==> src/rtl/idm_pkg.sv <==
package idm_pkg;
  typedef enum logic {
    DIR_DOWN = 1'b0,
    DIR_UP   = 1'b1
  } step_dir_e;
endpackage

==> src/rtl/idm_index_edge.sv <==
module idm_index_edge (
  input  logic clk,
  input  logic rst,
  input  logic index_in,
  output logic evt
);
  logic idx_q;

  always_ff @(posedge clk) begin
    if (rst) idx_q <= 1'b0;
    else     idx_q <= index_in;
  end

  assign evt = index_in & ~idx_q;


  single_evt_chk: assert property (@(posedge clk) disable iff (rst)
    evt |=> !evt);
endmodule

==> src/rtl/idm_interval_cnt.sv <==
module idm_interval_cnt #(
  parameter int CNT_W = 24
) (
  input  logic             clk,
  input  logic             rst,
  input  logic             evt,
  input  logic             step_en,
  input  logic             step_up,
  output logic [CNT_W-1:0] cnt,
  output logic             ovf,
  output logic             armed
);
  import idm_pkg::*;

  localparam logic [CNT_W-1:0] CNT_MAX = {1'b0, {(CNT_W-1){1'b1}}};
  localparam logic [CNT_W-1:0] CNT_MIN = {1'b1, {(CNT_W-1){1'b0}}};
  localparam logic [CNT_W-1:0] ONE     = CNT_W'(1);
  localparam logic [CNT_W-1:0] NEG_ONE = {CNT_W{1'b1}};

  step_dir_e        dir;
  logic             at_lim;
  logic [CNT_W-1:0] nxt;
  logic [CNT_W-1:0] start_val;

  always_comb begin
    dir       = step_dir_e'(step_up);
    at_lim    = (dir == DIR_UP) ? (cnt == CNT_MAX) : (cnt == CNT_MIN);
    nxt       = (dir == DIR_UP) ? (cnt + ONE) : (cnt - ONE);
    start_val = step_en ? ((dir == DIR_UP) ? ONE : NEG_ONE) : '0;
  end

  always_ff @(posedge clk) begin
    if (rst) begin
      cnt   <= '0;
      ovf   <= 1'b0;
      armed <= 1'b0;
    end else if (evt) begin
      armed <= 1'b1;
      ovf   <= 1'b0;
      cnt   <= start_val;
    end else if (armed && step_en) begin
      if (at_lim) ovf <= 1'b1;
      else        cnt <= nxt;
    end
  end


  idle_zero_chk: assert property (@(posedge clk) disable iff (rst)
    !armed |-> cnt == '0);

  hold_max_chk: assert property (@(posedge clk) disable iff (rst)
    (cnt == CNT_MAX && step_en && step_up && !evt) |=> cnt == CNT_MAX);

  hold_min_chk: assert property (@(posedge clk) disable iff (rst)
    (cnt == CNT_MIN && step_en && !step_up && !evt) |=> cnt == CNT_MIN);

  ovf_at_limit_chk: assert property (@(posedge clk) disable iff (rst)
    $rose(ovf) |-> (cnt == CNT_MAX || cnt == CNT_MIN));
endmodule

==> src/rtl/idm_capture.sv <==
module idm_capture #(
  parameter int CNT_W = 24
) (
  input  logic             clk,
  input  logic             rst,
  input  logic             evt,
  input  logic             armed,
  input  logic [CNT_W-1:0] cnt,
  output logic [CNT_W-1:0] ref_dist,
  output logic             ref_valid,
  output logic [CNT_W-1:0] upd_dist,
  output logic             upd_valid,
  output logic             upd_pulse
);
  logic take;

  assign take = evt & armed;

  always_ff @(posedge clk) begin
    if (rst) begin
      ref_dist  <= '0;
      ref_valid <= 1'b0;
      upd_dist  <= '0;
      upd_valid <= 1'b0;
      upd_pulse <= 1'b0;
    end else begin
      upd_pulse <= 1'b0;
      if (take) begin
        if (!ref_valid) begin
          ref_dist  <= cnt;
          ref_valid <= 1'b1;
        end else begin
          upd_dist  <= cnt;
          upd_valid <= 1'b1;
          upd_pulse <= 1'b1;
        end
      end
    end
  end


  ref_locked_chk: assert property (@(posedge clk) disable iff (rst)
    ref_valid |=> (ref_valid && $stable(ref_dist)));

  upd_order_chk: assert property (@(posedge clk) disable iff (rst)
    upd_pulse |-> (upd_valid && ref_valid));

  upd_sticky_chk: assert property (@(posedge clk) disable iff (rst)
    upd_valid |=> upd_valid);

  pulse_width_chk: assert property (@(posedge clk) disable iff (rst)
    upd_pulse |=> !upd_pulse);
endmodule

==> src/rtl/idx_dist_meter.sv <==
module idx_dist_meter #(
  parameter int CNT_W = 24
) (
  input  logic             clk,
  input  logic             rst,
  input  logic             step_en,
  input  logic             step_up,
  input  logic             index_in,
  output logic [CNT_W-1:0] ref_dist,
  output logic             ref_valid,
  output logic [CNT_W-1:0] upd_dist,
  output logic             upd_valid,
  output logic             upd_pulse,
  output logic             ovf_flag
);
  logic             evt;
  logic             armed;
  logic [CNT_W-1:0] cnt;

  idm_index_edge u_edge (
    .clk      (clk),
    .rst      (rst),
    .index_in (index_in),
    .evt      (evt)
  );

  idm_interval_cnt #(.CNT_W(CNT_W)) u_cnt (
    .clk     (clk),
    .rst     (rst),
    .evt     (evt),
    .step_en (step_en),
    .step_up (step_up),
    .cnt     (cnt),
    .ovf     (ovf_flag),
    .armed   (armed)
  );

  idm_capture #(.CNT_W(CNT_W)) u_cap (
    .clk       (clk),
    .rst       (rst),
    .evt       (evt),
    .armed     (armed),
    .cnt       (cnt),
    .ref_dist  (ref_dist),
    .ref_valid (ref_valid),
    .upd_dist  (upd_dist),
    .upd_valid (upd_valid),
    .upd_pulse (upd_pulse)
  );


  capture_needs_index_chk: assert property (@(posedge clk) disable iff (rst)
    $rose(ref_valid) |-> $past(index_in));
endmodule

==> config.mk <==
export PLATFORM = sky130hd
export DESIGN_NAME = idx_dist_meter
export DESIGN_NICKNAME = d
export VERILOG_FILES = /design/src/rtl/idm_pkg.sv /design/src/rtl/idm_index_edge.sv /design/src/rtl/idm_interval_cnt.sv /design/src/rtl/idm_capture.sv /design/src/rtl/idx_dist_meter.sv
export SDC_FILE = /design/constraint.sdc
export NUM_CORES = 1
export LEC_CHECK = 0
export BUFFER_PORTS_ARGS = -buffer_cell sky130_fd_sc_hd__buf_2
export CAP_MARGIN = 30
export CORE_UTILIZATION = 46
export CTS_BUF_LIST = sky130_fd_sc_hd__clkbuf_8
export DETAILED_ROUTE_END_ITERATION = 8
export PLACE_DENSITY = 0.69
export REMOVE_ABC_BUFFERS = 1
export SYNTH_ARGS = -nofsm -noshare
export SYNTH_HDL_FRONTEND = slang
export SYNTH_HIERARCHICAL = 1
export SYNTH_SLANG_ARGS = --single-unit
==> constraint.sdc <==
create_clock -name clk -period 3.7 [get_ports clk]
set_input_delay 0 -clock clk [delete_from_list [all_inputs] [get_ports clk]]
set_output_delay 0 -clock clk [all_outputs]
set_load 0.02 [all_outputs]
; Yosys cells after proc, flatten, opt, wreduce, memory -nomap -nowiden
; Cells that the tools add are included.
[word_totals]
reg_bits = 78
inputBits = 5
out_inout_bits = 52
elab_cells = 35
[op_classes]
add_sub_neg = 2
eq_ne = 3
muxes = 8
bitwise = 5
reduce_logical = 8
[op_table]
columns = operator, n
row1 = 24-bit two-way mux, 6
row2 = 24-bit by 1-bit adder with 24-bit output (second input constant), 1
row3 = 24-bit by 23-bit == test with 1-bit output (second input constant), 1
row4 = 24-bit == test (second input constant), 1
row5 = 24-bit by 1-bit subtractor with 24-bit output (second input constant), 1
row6 = 2-bit AND reduction, 4
row7 = 2-bit OR reduction, 2
row8 = 1-bit NOT, 3
row9 = 1-bit bitwise AND, 2
row10 = 1-bit two-way mux, 2
row11 = 2-bit by 1-bit != test with 1-bit output (second input constant), 1
row12 = 2-bit nonzero test, 1
row13 = 1-bit logical AND, 1

; Logic depth before layout (Yosys ltp)
; Gate-level depths: netlist of run 1.
[logic_depth]
ltp_word = 5
depth_mapped = 11
mapped_depth_nobuf = 9

; By module
; Netlist of run 1, hierarchy kept.
[modules_own_cells]
columns = module, instances, cells_each, area_per_inst_um2
row1 = idm_interval_cnt, 1, 287, 2252.2
row2 = idm_capture, 1, 193, 2079.5
row3 = idm_index_edge, 1, 3, 47.5

; Worst setup path after synthesis of run 1
; Ideal clock, no wire load.
[synth_timing]
path_type = in2reg
start = input port step_up
end = register u_cnt.cnt[10]
setup_time_ps = 128
arrival_time_ps = 2477
required_ps = 3572
path_slack_ps = 1096
path_stages = 10
cell_sequence = inv_1 ha_1 nand3_2 or4_4 o41ai_4 nand2_2 buf_6 buf_6 o22ai_1 nor2_1
[synth_via]
elab_chain_cells = 4
elab_cells_between_ends = 9
[synth_rtl]
columns = element, line
row1 = "start, declared", idx_dist_meter.sv:7  ; input logic step_up,
row2 = 24-bit two-way mux, idm_interval_cnt.sv:28  ; nxt = (dir == DIR_UP) ? (cnt + ONE) : (cnt - ONE);
row3 = 24-bit two-way mux, idm_interval_cnt.sv:42  ; if (at_lim) ovf <= 1'b1;
row4 = 24-bit two-way mux, idm_interval_cnt.sv:41  ; end else if (armed && step_en) begin
row5 = 24-bit two-way mux, idm_interval_cnt.sv:37  ; end else if (evt) begin
row6 = "end signal, assigned", idm_interval_cnt.sv:40  ; cnt <= start_val;
row7 = "end signal, assigned", idm_interval_cnt.sv:43  ; else cnt <= nxt;
row8 = "end, declared", idm_interval_cnt.sv:9  ; output logic [CNT_W-1:0] cnt,
; Parallel ways exist; a longest one is shown, timed or not. The select of a mux whose other input is x is not followed.
; A chain may end at the register's enable or synchronous reset.

; Worst setup path in the final report of run 1
[layout_timing]
start = input port step_up
end = register u_cnt.cnt[15]
; The elaborated chain is that of the path after synthesis.

==> results.ini, run 1 <==
[outcome]
status=completed

[placement]
dp_hpwl_um=6950
place_inst=650
place.gp.congestion=0.924
portBuffers=56

[detailed_routing]
vias=3604
route.detailed.drc=0
vias_per_cell=5.40
routed_wl_um=9810
first_iter_violations=167
ant_nets=0
detail_route.first_pass.iterations=4
wl_per_cell_um=14.7

[global_route]
grt_pass1_vias=3390
grt_pass1_wl_um=16400
antenna_found_initial=0
gr-usage-all-layers_pct=20.6
grt_overflow=0
grt_max_degree=54

[worst_setup_path]
worstPathRequired_ps=3920
end_kind=flop
cp_max_fo=24
r2r_end=u_cnt/cnt[15]$_SDFFE_PP0P_
reg2reg_slack_ps=1060
worstPathArrival_ps=2970
ff2ff_path_depth=8
critical_path_class=input pin to flop
start_kind=input pin
r2r_start=u_cnt/cnt[9]$_SDFFE_PP0P_

[final_layout]
stdcell_count=668
nets=562
drive_gt1_share_pct=17.8
utilization_pct=54.3
antennaDiodeCount=0
area_growth_pct=14.6

[timing]
finalSetupTns_ps=0
fin_crit_ps=2750
drv_slew=0
fmax_mhz=363
relSlewSlack_pct=37.4
rsz0062_at_grt=no
skew_ps=14.7
timing.final.crit_share_pct=74.4
final-hold-violation-count=0
worst_slew_pin_slew_ps=939
setup_viol=0

[clock_network]
post-cts-setup-buffers=0
cts_tree=yes
cts_made_buffers=9
path_clk_slew_ps=80
ctsHtreeMaxLevel=3
clock_path_buffers=2
cts.sinks=78
cts_root_buffer=clkbuf_8
clkLatencyLatePin_ps=360

[yosys]
ys_types=54
syn_inst=483
synth_top_area_share_pct=35.7
avgSynthCellArea_sq_um=9.07
ys_seq_area_share_pct=35.7
synth_common_cells=dfxtp_1 (78), nand2b_1 (72), mux2i_1 (49)
synthArstFlopShare_pct=0
yosys.area.top_type=dfxtp_1
synth_top_flop_cell=dfxtp_1
synth_area_sq_um=4380
synth_edf_count=0
yosysWarnings=6
ys_seq_elements=78
synthTopCellsByArea=dfxtp_1 (36%), mux2i_1 (11%), nand2b_1 (10%), ha_1 (6.3%), a21oi_1 (4.5%)
yosysMostFrequentCell=dfxtp_1

[power_and_ir_drop]
seq_power_share_pct=42.4
swShare_pct=28.8
intPower_mw=1.52
ir_worst_vdd_v=0.000194
combPwrFrac_pct=20.9
power.switching_mw=0.614
power_leakage_nw=2.25
clock_power_share_pct=36.6
p_per_area_nw_per_um2=425

[floorplanning]
core_sq_um=9240
fp.dieH_um=99.6
ios=57
row_count=35
die_area_sq_um=9910
die_w_um=99.6
initial_utilization_pct=47.4

[worst_hold_path]
hp-class=input pin to flop
min-delay-start=rst
worstHoldEndpoint=u_cnt/cnt[2]$_SDFFE_PP0P_
hold_depth=2

[job]
maxCapViolCount=0

-- area by class of cell --
cell class | count | area [sq um]
Fill cell | 867 | 4220
Tap cell | 129 | 161
Inverter | 7 | 26.3
Timing Repair Buffer | 66 | 380
Sequential cell | 78 | 1560
Multi-Input combinational cell | 372 | 2640
Clock inverter | 6 | 110
Clock buffer | 10 | 138
-- cell families (layout without fill, tap and decap cells) --
family	count (synthesis)	in the layout	synth area share, %
and+or+nand+nor	165	165	21.3
DFF	78	78	35.7
buffers and inverters	33	89	4.00
muxes	49	49	11.2
adders and majority gates	23	23	6.74
AOI/OAI and AO/OA	114	114	16.9
xor gates and xnor gates	21	21	4.20
-- metrics by stage --
stage | worst slack, ps | area (sq um) | hold WS, ps | power [mW]
after floorplan | 821 | 4230 | 64.3 | 1.25
after global placement | 633 | 4720 | 244 | 1.35
after detailed placement | 605 | 4750 | 243 | 1.36
after CTS | 967 | 5020 | 211 | 2.15
after global routing | 770 | 5020 | 269 | 2.24
final | 947 | 5020 | 207 | 2.13
-- cells in the final DEF (no fill, tap or decap), types with 3 or more instances in the layout --
| cell | Yosys | layout |
|---|---|---|
| o21ai_1 | 8 | 8 |
| nor3_1 | 8 | 8 |
| clkbuf_8 | 0 | 10 |
| inv_1 | 7 | 8 |
| nand2_1 | 18 | 18 |
| buf_2 | 4 | 56 |
| o22ai_1 | 5 | 5 |
| a21o_1 | 9 | 9 |
| and3_1 | 3 | 3 |
| dfxtp_1 | 78 | 78 |
| xor2_1 | 14 | 14 |
| nand2b_1 | 72 | 72 |
| mux2i_1 | 49 | 49 |
| a21oi_1 | 39 | 39 |
| nand4_1 | 5 | 5 |
| o211ai_1 | 5 | 5 |
| ha_1 | 22 | 22 |
| nor2b_1 | 3 | 3 |
| nor2_1 | 33 | 33 |
| o21ai_0 | 17 | 17 |
| xnor2_1 | 7 | 7 |
| a211oi_1 | 9 | 9 |
| buf_4 | 0 | 7 |
| bufinv_16 | 0 | 3 |
| a31oi_1 | 3 | 3 |
| nand3_1 | 7 | 7 |
| o31ai_1 | 3 | 3 |
-- power by group through the flow --
stage               registers, mW  clock network (mW)  logic [mW]
detailed placement          0.925                   0       0.436
global placement            0.924                   0       0.431
global route                0.911               0.831       0.499
floorplan                   0.921                   0       0.329
finish                      0.906               0.782       0.446
CTS                         0.906               0.800       0.441
-- how the worst max path moves through the flow --
| stage | start | to | cells after the start |
|---|---|---|---|
| after global placement | step_up | u_cnt/cnt[22]$_SDFFE_PP0P_ | 10 |
| after CTS | step_up | u_cnt/cnt[22]$_SDFFE_PP0P_ | 10 |
| after floorplan | step_up | u_cnt/cnt[22]$_SDFFE_PP0P_ | 9 |
| after global routing | step_up | u_cnt/cnt[15]$_SDFFE_PP0P_ | 10 |
| final | step_up | u_cnt/cnt[15]$_SDFFE_PP0P_ | 10 |
| after detailed placement | step_up | u_cnt/cnt[22]$_SDFFE_PP0P_ | 10 |
-- critical path, stage by stage --
cell and delay, ps:
buf_2 120, inv_1 680, ha_1 390, nand3_2 130, or4_4 550, o41ai_4 370
nand2_2 240, buf_4 260, o21ai_0 150, a311oi_1 70
-- sequential cells by signal (all words and copies together) (netlist names) --
name and flops:
u_cap/ref_dist 24, u_cap/ref_valid 1, u_cap/upd_dist 24, u_cap/upd_pulse 1
u_cap/upd_valid 1, u_cnt/armed 1, u_cnt/cnt 24, u_cnt/ovf 1
u_edge/idx_q 1
-- layer usage --
layer	track usage, %	up-vias	share of wire, %
met5	0	-	0
met4	8.03	0	1.8
met3	4.08	17	3.2
met2	31.8	67	45
met1	28.3	1707	50
li1	-	1813	-
-- repair_timing --
item / 4_1_cts / 5_1_grt
resized for setup: 0 / 0
hold buffers: 2 / 0
endpoints found under the hold margin: 2 / 0
setup endpoints to repair: 0 / 0
Power figures use the tool's default switching activity.
==> inputs of run 2 (changes only) <==
Settings changed: ABC_AREA set to 1, PLACE_DENSITY 0.69 to 0.71.
Clock period 3.7 ns to 2.51 ns, I/O delays scaled along.
==> run 2 against run 1 <==
Against the previous run:
- highest routed layer unchanged
- largest cell class unchanged
- non-clock buffer count up 2
- register-to-register slack worse by 720 ps
- worst setup slack got worse by 610 ps
- core utilization is 1.1 points lower
- the flow now finishes with violations (DRC)
==> results.ini, run 2 <==
[outcome]
status=complete, but fails checks  ; was completed
violations=DRC

[global_route]
antenna_found_initial=0  ; unchanged
gr-usage-all-layers_pct=21.2  ; was 20.6%
grt_max_degree=51  ; was 54
grt_pass1_wl_um=18800  ; was 16400 um
grt_overflow=0  ; unchanged
grt_pass1_vias=3954  ; was 3390

[worst_setup_path]
end_kind=flop  ; unchanged
crit_top_cell=nand2_2
critPathSlowestCell=ha_1  ; was inv_1
worstPathArrival_ps=2420  ; was 2970 ps
cp_slowest_stage_delay_ps=380  ; was 680 ps
crit_start=u_cnt/cnt[6]$_SDFFE_PP0P_  ; was step_up
worstPathRequired_ps=2760  ; was 3920 ps
critical_path_class=flop to flop  ; was input pin to flop
start_kind=flop  ; was input pin
crit_chain=ha_1 -> nand2_2 -> nor2_2 -> nand2_1 -> nor3_2 -> nand2_2 -> nand2_1 -> nand2_2 -> o21ai_1 -> a21oi_2  ; was buf_2 -> inv_1 -> ha_1 -> nand3_2 -> or4_4 -> o41ai_4 -> nand2_2 -> buf_4 -> o21ai_0 -> a311oi_1
cp_max_fo=24  ; unchanged
r2r_start=u_cnt/cnt[6]$_SDFFE_PP0P_  ; was u_cnt/cnt[9]$_SDFFE_PP0P_

[floorplanning]
ios=57  ; unchanged
core_sq_um=10300  ; was 9240 sq um
die_w_um=105  ; was 99.6 um
row_count=37  ; was 35
fp.dieH_um=105  ; was 99.6 um
die_area_sq_um=10900  ; was 9910 sq um
initial_utilization_pct=47.1  ; was 47.4%

[placement]
placed_area_sq_um=5240  ; was 4750 sq um
place.gp.congestion=0.910  ; was 0.924
portBuffers=56  ; unchanged
dp_hpwl_um=7760  ; was 6950 um
pre_cts_slack_ps=357  ; was 605 ps

[power_and_ir_drop]
ir_worst_vdd_v=0.000258  ; was 0.000194 V
total_power_mw=3.20  ; was 2.13 mW
power_leakage_nw=3.17  ; was 2.25 nW
p_per_area_nw_per_um2=585  ; was 425 nW/um^2

[clock_network]
cts_resized=0  ; unchanged
cts.sinks=78  ; unchanged
cts_made_buffers=9  ; unchanged
cts_hold_buf=3  ; was 2
ctsHtreeMaxLevel=3  ; unchanged
path_clk_slew_ps=80  ; about the same
clkLatencyLatePin_ps=360  ; about the same
post-cts-setup-buffers=0  ; unchanged
clock_path_buffers=2  ; unchanged
cts_root_buffer=clkbuf_8  ; unchanged
cts_tree=yes  ; unchanged

[final_layout]
largestRegisters=u_cap/ref_dist x24, u_cap/upd_dist x24, u_cnt/cnt x24  ; unchanged
multi_input_area_sq_um=2660  ; was 2640 sq um
area_growth_pct=13.0  ; was 14.6%
fillerInstances=1100  ; was 867
ff_latch_area_sq_um=1560  ; unchanged
nets=877  ; was 562
utilization_pct=53.3  ; was 54.3%
final_common_cell=nand2_1  ; was dfxtp_1
stdcell_area_sq_um=5470  ; was 5020 sq um
drive_gt1_share_pct=13.8  ; was 17.8%
antennaDiodeCount=0  ; unchanged
final_cell_mix=nand2_1 (258), inv_1 (131), nor2_1 (130), dfxtp_1 (78), buf_2 (56)  ; was dfxtp_1 (78), nand2b_1 (72), buf_2 (56), mux2i_1 (49), a21oi_1 (39)

[yosys]
yosysWarnings=6  ; unchanged
synth_edf_count=0  ; unchanged
synthArstFlopShare_pct=0  ; unchanged
synth_top_flop_cell=dfxtp_1  ; unchanged
ys_types=28  ; was 54
ys_seq_elements=78  ; unchanged
synth_common_cells=nand2_1 (258), nor2_1 (130), inv_1 (129)  ; was dfxtp_1 (78), nand2b_1 (72), mux2i_1 (49)
ys_seq_area_share_pct=32.2  ; was 35.7%
avgSynthCellArea_sq_um=6.11  ; was 9.07 sq um
syn_inst=793  ; was 483
synth_top_area_share_pct=32.2  ; was 35.7%
synth_area_sq_um=4840  ; was 4380 sq um
synthTopCellsByArea=dfxtp_1 (32%), nand2_1 (20%), nor2_1 (10%), inv_1 (10%), ha_1 (5.7%)  ; was dfxtp_1 (36%), mux2i_1 (11%), nand2b_1 (10%), ha_1 (6.3%), a21oi_1 (4.5%)
yosys.area.top_type=dfxtp_1  ; unchanged
yosysMostFrequentCell=nand2_1  ; was dfxtp_1

[timing]
fmax_mhz=461
final-hold-violation-count=0  ; unchanged
timing.final.crit_share_pct=86.5
skew_ps=11.7  ; was 14.7 ps
finalWorstSetupSlack_ps=340  ; was 947 ps
setup_viol=0  ; unchanged
fin_crit_ps=2170
worst_slew_pin_slew_ps=752  ; was 939 ps
finalSetupTns_ps=0  ; unchanged
drv_slew=0  ; unchanged
relSlewSlack_pct=49.8  ; was 37.4%
rsz0062_at_grt=no  ; unchanged

[detailed_routing]
route.detailed.drc=2  ; was 0
ant_nets=0  ; unchanged
vias_per_cell=4.65  ; was 5.40
wl_per_cell_um=11.3  ; was 14.7 um
routed_wl_um=11200  ; was 9810 um
detail_route.first_pass.iterations=7  ; was 4
vias=4608  ; was 3604
first_iter_violations=235  ; was 167

[worst_hold_path]
min-delay-start=step_en  ; was rst
hp-class=input pin to flop  ; unchanged

[job]
maxCapViolCount=0  ; unchanged

## run 2: cell count changes in the layout (fill, tap and decap cells not counted), sizes merged, moves of 12 or more
cell	before	now
xor2	14	2
nand2	20	266
mux2i	49	0
nor2	33	136
nand2b	73	0
inv	8	132
nand3	8	33
## run 2: metal layers
metal | GRT usage (%) | part of all wire [%] | wire length [um]
met1 | 29.7 | 53 | 5900
met2 | 32.7 | 42 | 4680
met3 | 3.18 | 3.7 | 413
met4 | 8.25 | 2.0 | 222
met5 | 0 | 0 | 0
## run 2: area by class of cell
cell class | count | area share, %
inverters | 131 | 8.98
repair buffers | 68 | 7.13
clock inverters | 5 | 0.914
clock buffers | 11 | 2.77
multi-input cells | 561 | 48.6
flip-flops and latches | 78 | 28.5
well taps | 136 | 3.11
## run 2: through the flow
step	hold slack, ps	cells
after CTS	36.3	990
after detailed placement	244	971
after global placement	213	971
after global routing	76.3	990
final	53.7	990
after floorplan	69.1	770
## run 2: worst max-delay path: cells and delay by family (launching register included)
| family | cells | cell delay (ps) |
|---|---|---|
| AO/OA/AOI/OAI | 2 | 350 |
| adder cells (fa/ha/maj) | 1 | 380 |
| flip-flops | 1 | 360 |
| AND/OR/NAND/NOR | 7 | 960 |
## run 2: cells by family (layout without fill, tap and decap cells)
group	after synthesis	after routing	synth area share [%]
adder cells (fa/ha/maj)	23	23	6.09
flip-flops	78	78	32.2
XOR/XNOR	3	3	0.542
AND/OR/NAND/NOR	455	455	38.1
AO/OA/AOI/OAI	80	80	9.89
buffers and inverters	154	215	13.1
## run 2: power by group
group          switching, mW  leakage (nW)  total [mW]  internal [mW]
combinational          0.572          2.42       0.862          0.290
sequential            0.0627         0.637        1.37           1.31
clock                  0.464         0.108       0.970          0.505
total                   1.10          3.17        3.20           2.11
## run 2: worst paths after layout
kind | slack [ps] | depth (start not counted) | to
worst min register to register | 470 | 2 | u_cap/upd_valid$_SDFFE_PP0P_
worst min-delay path | 50 | 5 | u_cnt/cnt[0]$_SDFFE_PP0P_
worst max register to register | 340 | 10 | u_cnt/cnt[6]$_SDFFE_PP0P_
worst max-delay path | 340 | 10 | u_cnt/cnt[6]$_SDFFE_PP0P_
==> inputs of run 3 (changes only) <==
Settings changed: HOLD_SLACK_MARGIN set to 0.06.
Clock period 2.51 ns to 1.9 ns, I/O delays scaled along.
==> run 3 against run 2 <==
Against the previous run:
- the flow still finishes with violations (DRC)
- critical path depth up 1
- worst hold slack gained 230 ps
- design area up 16%
- sequential cell count did not move
- fmax is 16% higher
- cell count is 4.4% higher
- clock power rose by 32%
- sequential share of layout area down 3.6 points
- critical path type unchanged
- critical endpoint is now u_cnt/cnt[11]$_SDFFE_PP0P_
==> results.ini, run 3 (synthesis gave the netlist of run 2 again) <==
[final_layout]
drive_gt1_share_pct=25.9  ; was 13.8%
final_common_cell=nand2_1  ; unchanged
largestRegisters=u_cap/ref_dist x24, u_cap/upd_dist x24, u_cnt/cnt x24  ; unchanged
area_growth_pct=31.2  ; was 13.0%
final_cell_mix=nand2_1 (249), inv_1 (129), nor2_1 (127), dfxtp_1 (64), buf_2 (56)  ; was nand2_1 (258), inv_1 (131), nor2_1 (130), dfxtp_1 (78), buf_2 (56)
antennaDiodeCount=0  ; unchanged
utilization_pct=61.8  ; was 53.3%
nets=922  ; was 877

[placement]
place.gp.congestion=0.977  ; was 0.910
dp_hpwl_um=8450  ; was 7760 um
portBuffers=56  ; unchanged
pre_cts_slack_ps=-8.42  ; was 357 ps

[global_route]
top_usage_layer=met2  ; unchanged
grt_max_degree=51  ; unchanged
use_met1_pct=30.4  ; was 29.7%
grt_pass1_vias=4349  ; was 3954
grt_util_met3_pct=3.31  ; was 3.18%
grt_pass1_wl_um=20200  ; was 18800 um
antenna_found_initial=0  ; unchanged
grt_overflow=0  ; unchanged
grt_use_met2_pct=36.9  ; was 32.7%
gr-usage-all-layers_pct=23.0  ; was 21.2%

[worst_setup_path]
end_kind=flop  ; unchanged
start_kind=flop  ; unchanged
cp_max_fo=5  ; was 24
worstPathRequired_ps=2200  ; was 2760 ps
ff2ff_path_depth=11  ; was 10
crit_start=u_cnt/cnt[6]$_SDFFE_PP0P_  ; unchanged
path_buf_inv=1  ; was 0
crit_family=simple AND/OR/NAND/NOR gates  ; unchanged
crit_top_cell=nand2_1  ; was nand2_2
reg2reg_slack_ps=30  ; was 340 ps
crit_chain=ha_4 -> buf_4 -> nand2_1 -> nor2_1 -> nand3_1 -> nand2_2 -> nand2_1 -> nand2_1 -> nor2_1 -> nand3b_1 -> a21oi_2  ; was ha_1 -> nand2_2 -> nor2_2 -> nand2_1 -> nor3_2 -> nand2_2 -> nand2_1 -> nand2_2 -> o21ai_1 -> a21oi_2
critPathSlowestCell=dfxtp_4  ; was ha_1
r2r_end=u_cnt/cnt[11]$_SDFFE_PP0P_  ; was u_cnt/cnt[6]$_SDFFE_PP0P_
cp_slowest_stage_delay_ps=370  ; was 380 ps
critical_path_depth=11  ; was 10
worstPathArrival_ps=2170  ; was 2420 ps
r2r_start=u_cnt/cnt[6]$_SDFFE_PP0P_  ; unchanged
critical_path_class=flop to flop  ; unchanged

[timing]
setup_viol=0  ; unchanged
finalWorstSetupSlack_ps=32.3  ; was 340 ps
final-hold-violation-count=0  ; unchanged
rsz0062_at_grt=yes  ; was no
fin_crit_ps=1870  ; was 2170 ps
finalSetupTns_ps=0  ; unchanged
skew_ps=8.70  ; was 11.7 ps
timing.final.crit_share_pct=98.3  ; was 86.5%
relSlewSlack_pct=65.0  ; was 49.8%
fin_hold_ws_ps=287  ; was 53.7 ps
fmax_mhz=535  ; was 461 MHz
drv_slew=0  ; unchanged
worst_slew_pin_slew_ps=525  ; was 752 ps

[power_and_ir_drop]
combPwrFrac_pct=33.5  ; was 26.9%
ir_worst_vdd_v=0.000451  ; was 0.000258 V
p_per_area_nw_per_um2=737  ; was 585 nW/um^2
total_power_mw=4.68  ; was 3.20 mW
intPower_mw=3.05  ; was 2.11 mW
swShare_pct=34.8  ; was 34.3%
clock_power_share_pct=27.4  ; was 30.3%
power.switching_mw=1.63  ; was 1.10 mW
power_leakage_nw=3.47  ; was 3.17 nW
seq_power_share_pct=39.1  ; was 42.8%

[clock_network]
path_clk_slew_ps=80  ; about the same
cts.sinks=78  ; unchanged
cts_root_buffer=clkbuf_8  ; unchanged
clock_path_buffers=2  ; unchanged
cts_made_buffers=9  ; unchanged
cts_tree=yes  ; unchanged
clkLatencyLatePin_ps=370  ; was 360 ps
ctsHtreeMaxLevel=3  ; unchanged

[outcome]
violations=DRC  ; unchanged
status=complete, but fails checks  ; unchanged

[floorplanning]
ios=57  ; unchanged
die_w_um=105  ; unchanged
core_sq_um=10300  ; unchanged
initial_utilization_pct=47.1  ; unchanged
fp.dieH_um=105  ; unchanged
row_count=37  ; unchanged
die_area_sq_um=10900  ; unchanged

[detailed_routing]
wl_per_cell_um=12.6  ; was 11.3 um
detail_route.first_pass.iterations=8  ; was 7
first_iter_violations=339  ; was 235
vias=5100  ; was 4608
vias_per_cell=4.93  ; was 4.65
route.detailed.drc=2  ; unchanged
ant_nets=0  ; unchanged
routed_wl_um=13100  ; was 11200 um

[job]
maxCapViolCount=0  ; unchanged

[worst_hold_path]
hp-class=input pin to flop  ; unchanged
worstHoldEndpoint=u_cnt/cnt[23]$_SDFFE_PP0P_  ; was u_cnt/cnt[0]$_SDFFE_PP0P_
hold_depth=6  ; was 5
min-delay-start=step_up  ; was step_en

-- run 3: cell count changes in the layout (fill, tap and decap cells not counted), sizes merged --
cell,change
clkinvlp,-1
dlygate4sd3,+1
clkinv,+1
clkbuf,+3
buf,+41
inv,-1
-- run 3: tightest hold or removal path, cell delays in order --
cell and delay (ps):
buf_2 90, buf_4 110, xnor2_1 190, nand2_1 80, nand3_1 90, a21oi_2 60
-- run 3: stage by stage --
stage               area (sq um)  instances
floorplan                   4700        770
finish                      6360       1034
global placement            5520       1003
detailed placement          5520       1003
CTS                         5800       1022
global route                6360       1034
-- run 3: how the worst max path moves through the flow --
| stage | to | slack, ps |
|---|---|---|
| floorplan | u_cnt/cnt[11]$_SDFFE_PP0P_ | -540 |
| global placement | u_cnt/cnt[7]$_SDFFE_PP0P_ | 20 |
| detailed placement | u_cnt/cnt[5]$_SDFFE_PP0P_ | -8 |
| CTS | u_cnt/cnt[9]$_SDFFE_PP0P_ | 2 |
| global route | u_cnt/cnt[15]$_SDFFE_PP0P_ | -60 |
| finish | u_cnt/cnt[11]$_SDFFE_PP0P_ | 30 |
-- run 3: cell type report --
cell class,instances,area (sq um)
clock buffer,11,151
fill,961,3920
clock inverter,4,47.5
inverter,131,492
timing repair buffer,113,828
tap,136,170
sequential,78,1590
multi-input combinational,561,3080
-- run 3: power by group through the flow --
stage               clock network [mW]  registers [mW]  logic [mW]
global route                      1.37            1.85        1.73
floorplan                            0            1.88       0.811
finish                            1.28            1.83        1.57
CTS                               1.32            1.81        1.30
detailed placement                   0            1.84        1.27
global placement                     0            1.84        1.26
-- run 3: what timing repair did --
item | in CTS | in global routing
hold buffers | 4 | 0
setup endpoints to repair | 4 | 24
hold endpoints to repair | 7 | 0
buffers inserted | 0 | 8
resized for setup | 4 | 85
pin swaps | 0 | 23
gates cloned | 0 | 4
-- run 3: layer usage --
metal,wire length [um],part of all wire (%),vias to the layer above
met3,738,5.6,39
met1,6080,47,2261
met4,422,3.2,0
met5,0,0,-
li1,-,-,2612
met2,5830,45,188
